--- src/rtl/fab_pkg.sv ---
package fab_pkg;
    localparam int N_IN      = 3;
    localparam int N_CELLS   = 4;
    localparam int N_BOXES   = 5;
    localparam int LUT_IN    = 2;
    localparam int LUT_BITS  = 1 << LUT_IN;
    localparam int CELL_W    = LUT_BITS + 1;
    localparam int BOX_W     = 6;
    localparam int CELLS_W   = N_CELLS * CELL_W;
    localparam int CHAIN_W   = CELLS_W + N_BOXES * BOX_W;
    localparam int N_SRC     = N_IN + N_CELLS;
    localparam int N_DST     = N_CELLS * LUT_IN + 1;
    localparam int N_CONN    = N_BOXES * BOX_W;
    localparam int SRC_W     = $clog2(N_SRC);
    localparam int DST_W     = $clog2(N_DST);
    localparam int DST_OUT   = N_DST - 1;

    typedef struct packed {
        logic [LUT_BITS-1:0] truth;
        logic                reg_sel;
    } cell_cfg_t;

    typedef struct packed {
        logic [SRC_W-1:0] src;
        logic [DST_W-1:0] dst;
    } conn_t;

    // source: 0..2 external inputs, 3..6 cells; dest: 2*cell+port, 8 = output
    function automatic conn_t conn_of(input int k);
        conn_t c;
        case (k)
            0:  c = '{src: 3'd0, dst: 4'd0};
            1:  c = '{src: 3'd1, dst: 4'd1};
            2:  c = '{src: 3'd0, dst: 4'd2};
            3:  c = '{src: 3'd1, dst: 4'd3};
            4:  c = '{src: 3'd2, dst: 4'd1};
            5:  c = '{src: 3'd2, dst: 4'd2};
            6:  c = '{src: 3'd3, dst: 4'd2};
            7:  c = '{src: 3'd3, dst: 4'd3};
            8:  c = '{src: 3'd2, dst: 4'd3};
            9:  c = '{src: 3'd3, dst: 4'd6};
            10: c = '{src: 3'd4, dst: 4'd6};
            11: c = '{src: 3'd1, dst: 4'd6};
            12: c = '{src: 3'd2, dst: 4'd4};
            13: c = '{src: 3'd2, dst: 4'd5};
            14: c = '{src: 3'd3, dst: 4'd5};
            15: c = '{src: 3'd0, dst: 4'd4};
            16: c = '{src: 3'd1, dst: 4'd5};
            17: c = '{src: 3'd3, dst: 4'd4};
            18: c = '{src: 3'd2, dst: 4'd7};
            19: c = '{src: 3'd4, dst: 4'd7};
            20: c = '{src: 3'd0, dst: 4'd6};
            21: c = '{src: 3'd1, dst: 4'd7};
            22: c = '{src: 3'd5, dst: 4'd6};
            23: c = '{src: 3'd5, dst: 4'd7};
            24: c = '{src: 3'd6, dst: 4'd8};
            25: c = '{src: 3'd5, dst: 4'd8};
            26: c = '{src: 3'd4, dst: 4'd8};
            27: c = '{src: 3'd3, dst: 4'd8};
            28: c = '{src: 3'd2, dst: 4'd8};
            29: c = '{src: 3'd4, dst: 4'd4};
            default: c = '{src: 3'd0, dst: 4'd0};
        endcase
        return c;
    endfunction
endpackage

--- src/rtl/fab_cfg_chain.sv ---
module fab_cfg_chain
    import fab_pkg::*;
(
    input  logic               clk,
    input  logic               rst,
    input  logic               cfg_en,
    input  logic               cfg_bit,
    input  logic               cfg_done,
    output logic [CHAIN_W-1:0] chain,
    output logic               loaded
);
    always_ff @(posedge clk) begin
        if (rst) begin
            chain  <= '0;
            loaded <= 1'b0;
        end else begin
            if (cfg_en) begin
                chain  <= {chain[CHAIN_W-2:0], cfg_bit};
                loaded <= 1'b0;
            end else if (cfg_done) begin
                loaded <= 1'b1;
            end
        end
    end

    assert_shift_in_R1: assert property (@(posedge clk) disable iff (rst)
        cfg_en |=> chain[0] == $past(cfg_bit));
    assert_hold_R1: assert property (@(posedge clk) disable iff (rst)
        !cfg_en |=> $stable(chain));
endmodule

--- src/rtl/fab_cell.sv ---
module fab_cell
    import fab_pkg::*;
(
    input  logic      clk,
    input  logic      rst,
    input  cell_cfg_t cfg,
    input  logic      in_a,
    input  logic      in_b,
    output logic      cell_out
);
    logic comb_val;
    logic q;

    assign comb_val = cfg.truth[{in_a, in_b}];

    always_ff @(posedge clk) begin
        if (rst) q <= 1'b0;
        else     q <= comb_val;
    end

    assign cell_out = cfg.reg_sel ? q : comb_val;

    assert_reg_capture_R4: assert property (@(posedge clk) disable iff (rst)
        ($past(cfg) == cfg && cfg.reg_sel) |-> cell_out == $past(cfg.truth[{in_a, in_b}]));
endmodule

--- src/rtl/fab_router.sv ---
module fab_router
    import fab_pkg::*;
(
    input  logic              clk,
    input  logic              rst,
    input  logic [N_CONN-1:0] conn_en,
    input  logic [N_SRC-1:0]  src_val,
    output logic [N_DST-1:0]  dst_val
);
    always_comb begin
        for (int d = 0; d < N_DST; d++) begin
            dst_val[d] = 1'b0;
            for (int s = N_SRC - 1; s >= 0; s--) begin
                for (int k = 0; k < N_CONN; k++) begin
                    if (conn_en[k] && int'(conn_of(k).src) == s && int'(conn_of(k).dst) == d)
                        dst_val[d] = src_val[s];
                end
            end
        end
    end

    // source 0 is top priority: any enabled connection from it decides its destination
    generate
        for (genvar k = 0; k < N_CONN; k++) begin : g_prio
            if (conn_of(k).src == '0) begin : g_src0
                assert_top_prio_R6: assert property (@(posedge clk) disable iff (rst)
                    conn_en[k] |-> dst_val[conn_of(k).dst] == src_val[0]);
            end
        end
    endgenerate
endmodule

--- src/rtl/fab_mini2x2.sv ---
module fab_mini2x2
    import fab_pkg::*;
(
    input  logic            clk,
    input  logic            rst,
    input  logic            cfg_en,
    input  logic            cfg_bit,
    input  logic            cfg_done,
    input  logic [N_IN-1:0] fab_in,
    output logic            fab_out
);
    logic [CHAIN_W-1:0] chain;
    logic               loaded;
    logic [N_CELLS-1:0] cell_q;
    logic [N_DST-1:0]   dst_val;
    logic [N_CONN-1:0]  conn_en;

    fab_cfg_chain u_chain (
        .clk      (clk),
        .rst      (rst),
        .cfg_en   (cfg_en),
        .cfg_bit  (cfg_bit),
        .cfg_done (cfg_done),
        .chain    (chain),
        .loaded   (loaded)
    );

    // box m occupies chain[BOX_W*(N_BOXES-m)-1 -: BOX_W]
    generate
        for (genvar m = 0; m < N_BOXES; m++) begin : g_box
            assign conn_en[m*BOX_W +: BOX_W] = chain[BOX_W*(N_BOXES-m)-1 -: BOX_W];
        end
        for (genvar c = 0; c < N_CELLS; c++) begin : g_cell
            fab_cell u_cell (
                .clk      (clk),
                .rst      (rst),
                .cfg      (cell_cfg_t'(chain[CHAIN_W-1-c*CELL_W -: CELL_W])),
                .in_a     (dst_val[2*c]),
                .in_b     (dst_val[2*c+1]),
                .cell_out (cell_q[c])
            );
        end
    endgenerate

    fab_router u_route (
        .clk     (clk),
        .rst     (rst),
        .conn_en (conn_en),
        .src_val ({cell_q, fab_in}),
        .dst_val (dst_val)
    );

    assign fab_out = loaded & dst_val[DST_OUT];

    assert_gate_R8: assert property (@(posedge clk) disable iff (rst)
        cfg_en |=> fab_out == 1'b0);
endmodule

--- config.mk ---
export PLATFORM = sky130hd
export DESIGN_NAME = fab_mini2x2
export DESIGN_NICKNAME = d
export VERILOG_FILES = /design/src/rtl/fab_pkg.sv /design/src/rtl/fab_cfg_chain.sv /design/src/rtl/fab_cell.sv /design/src/rtl/fab_router.sv /design/src/rtl/fab_mini2x2.sv
export SDC_FILE = /design/constraint.sdc
export NUM_CORES = 1
export LEC_CHECK = 0
export BUFFER_PORTS_ARGS = -buffer_cell sky130_fd_sc_hd__buf_2
export CORE_AREA = 2 2 59 75
export DETAILED_ROUTE_END_ITERATION = 10
export DIE_AREA = 0 0 61 77
export GPL_ROUTABILITY_DRIVEN = 0
export HOLD_SLACK_MARGIN = 0.12
export PLACE_DENSITY = 0.84
export SETUP_SLACK_MARGIN = 0.05
export SYNTH_ARGS = -nofsm -noshare
export SYNTH_HDL_FRONTEND = slang
export SYNTH_HIERARCHICAL = 1
export SYNTH_SLANG_ARGS = --single-unit
--- constraint.sdc ---
create_clock -name clk -period 7.4 [get_ports clk]
set_input_delay 0.74 -clock clk [delete_from_list [all_inputs] [get_ports clk]]
set_output_delay 0.74 -clock clk [all_outputs]
set_load 0.05 [all_outputs]
==> impl_metrics.py <==
metrics = {
    "outcome": {
        "status": "finished, final reports clean",
    },
    "timing": {
        "finalHoldViolCount": 0,
        "slew_headroom_pct": 38.1,
        "fin_crit_ns": 6.93,
        "final_max_slew_viol_count": 0,
        "fin_crit_sh_pct": 93.6,
        "finClkSkew_ns": 0.00294,
        "fmax_mhz": 144,
        "rsz0062_at_grt": "no",
        "setup_viol": 0,
        "hold_slack_ns": 0.492,
        "setup_tns_ns": 0,
        "max_slew.worst_pin.slew_ns": 0.928,
    },
    "yosys": {
        "synth_nets": 229,
        "yosysWarnings": 6,
        "synthTopCellsByArea": "dfxtp_1, mux2i_1, nor2_1",
        "synthCells": 221,
        "synth.largest_area_cell": "dfxtp_1",
        "ys_types": 21,
        "ys_ff_latch": 55,
        "seq_area_frac_synth_pct": 47.3,
        "avgSynthCellArea_sq_um": 10.5,
        "synth_top_area_share_pct": 47.3,
        "syn-cell-area_sq_um": 2330,
    },
    "setup_path": {
        "r2r_slack_ns": 2.60,
        "crit_arrival_ns": 6.19,
        "slowest_stage": "mux4_2",
        "cp_num_buf_inv": 2,
        "cp_top_family": "multiplexers",
        "path_class": "in2out",
        "critPathLaunchType": "primary input",
        "r2r_start": "u_chain/chain[28]",
        "worstPathRequired_ns": 6.66,
        "reg2reg_to": "g_cell[3].u_cell/q",
        "crit_start": "fab_in[2]",
        "path_max_fanout": 6,
        "crit_end": "fab_out",
        "reg2reg_depth": 19,
        "cpPeakStageDelay_ns": 0.54,
        "cp.depth": 25,
        "crit_path_end_kind": "output port",
    },
    "die": {
        "coreArea_sq_um": 4000,
        "start_util_pct": 58.2,
        "die_w_microns": 61,
        "die_h_microns": 77,
        "rows": 26,
        "io_pins": 9,
        "dieArea_sq_um": 4700,
    },
    "clocking": {
        "cts_tree": "built",
        "root_buffer": "clkbuf_8",
        "cts_resized": 0,
        "insertion_delay_ns": 0.30,
        "cts_sinks": 55,
        "hold_buffers": 0,
        "h-tree-depth": 2,
        "numCtsBuffers": 5,
        "post_cts.repair.setup_buffers": 0,
        "clk_pin_slew_ns": 0.09,
        "cts.path.max_buffers": 2,
    },
    "cells_and_area": {
        "area_growth_pct": 4.57,
        "mostFrequentLayoutCells": "dfxtp_1, nor2_1, mux2i_1, nand2_1, buf_2",
        "instances_no_fill": 282,
        "diodes": 0,
        "nets": 233,
        "drive_gt1_share_pct": 12.4,
        "final_common_cell": "dfxtp_1",
    },
    "min_path": {
        "hold_path_class": "reg2reg",
        "hp-start": "u_chain/loaded",
    },
    "pwr": {
        "p_int_uw": 390,
        "p_sw_share_pct": 20.9,
        "seqPwrFrac_pct": 60.3,
        "p_switching_uw": 103,
        "clkPwrFrac_pct": 35.3,
        "power.density_nw_per_um2": 203,
        "p_comb_share_pct": 4.4,
        "ir_worst_vdd_uv": 124,
        "p_leak_nw": 1.04,
    },
    "route": {
        "wirelength_mm": 3.79,
        "drtIter0Drc": 65,
        "vias_per_cell": 5.34,
        "drtAntennaViolNets": 0,
        "dr.pass1.iters": 4,
        "vias": 1507,
        "drc": 0,
        "avgRoutedWirePerCell_microns": 13.4,
    },
    "global_routing": {
        "antenna_found_initial": 0,
        "grt_max_degree": 56,
        "grt_pass1_vias": 1427,
        "grt.overflow.total": 0,
        "grt_pass1_wl_mm": 6.56,
        "track_usage_pct": 18.5,
    },
    "place": {
        "place_inst": 274,
        "post-dp-hpwl_mm": 2.49,
        "port_buffers": 8,
    },
    "flow_run": {
        "max-cap-violations": 0,
    },
}
==> per-layer routing <==
metal | part of all wire, % | up-vias | track usage, %
met3 | 3.0 | 4 | 5.06
li1 | - | 769 | -
met5 | 0 | - | 0
met2 | 47 | 17 | 28.4
met1 | 48 | 717 | 24.2
met4 | 2.0 | 0 | 7.17
==> stage by stage <==
stage	power (mW)	utilization, %	instance area [sq um]	setup WS, ns
2_1_floorplan	0.325	-	2330	1.03
3_3_place_gp	0.326	58.3	2330	0.541
3_5_place_dp	0.326	58.3	2330	0.478
4_1_cts	0.497	60.9	2430	0.456
5_1_grt	0.511	60.9	2430	0.0768
6_report	0.493	60.9	2430	0.470
==> cell type report <==
type | instances | area [sq um]
Multi-Input combinational cell | 153 | 1110
Fill cell | 344 | 1570
Inverter | 1 | 3.75
Tap cell | 56 | 70.1
Timing Repair Buffer | 9 | 47.5
Sequential cell | 55 | 1100
Clock buffer | 8 | 100
==> flip-flops by register name (all words and copies together), names as in the netlist <==
register	count
g_cell.u_cell/q	4
u_chain/chain	50
u_chain/loaded	1
==> tightest hold or removal path, delay by kind of cell, from the launching register on <==
family	cells	cell delay [ns]
flops	1	0.32
simple gates	2	0.13
==> power groups by stage <==
stage	sequential [mW]	combinational [mW]	clock, mW
2_1_floorplan	0.304	0.0205	0
3_3_place_gp	0.304	0.0215	0
3_5_place_dp	0.304	0.0216	0
4_1_cts	0.297	0.0216	0.179
5_1_grt	0.298	0.0231	0.190
6_report	0.297	0.0215	0.174
==> synthesized netlist by cell type, drive strengths merged <==
master,number
a2111oi,2
buf,8
mux2i,50
mux2,4
nor2b,6
mux4,4
clkbuf,4
a21oi,7
inv,1
a22o,2
and2,2
o21ai,6
nand2,9
nor2,51
and3b,5
and4bb,2
nor3,1
dfxtp,55
o31ai,2
==> worst min path at each step <==
stage / end / slack (ns) / cells after the start
3_5_place_dp: u_chain/loaded / 0.48 / 2
4_1_cts: u_chain/loaded / 0.49 / 2
3_3_place_gp: u_chain/chain[49] / 0.47 / 2
5_1_grt: u_chain/loaded / 0.55 / 2
6_report: u_chain/loaded / 0.49 / 2
2_1_floorplan: u_chain/chain[49] / 0.45 / 2
==> kinds of logic (layout without fill, tap and decap cells) <==
| family | after synthesis | in the layout | synth area share [%] |
|---|---|---|---|
| and+or+nand+nor | 76 | 76 | 15.0 |
| muxes | 58 | 58 | 27.3 |
| DFF | 55 | 55 | 47.3 |
| AOI/OAI and AO/OA | 19 | 19 | 5.48 |
| buffers and inverters | 13 | 18 | 4.94 |
(Power assumes the default switching activity.)
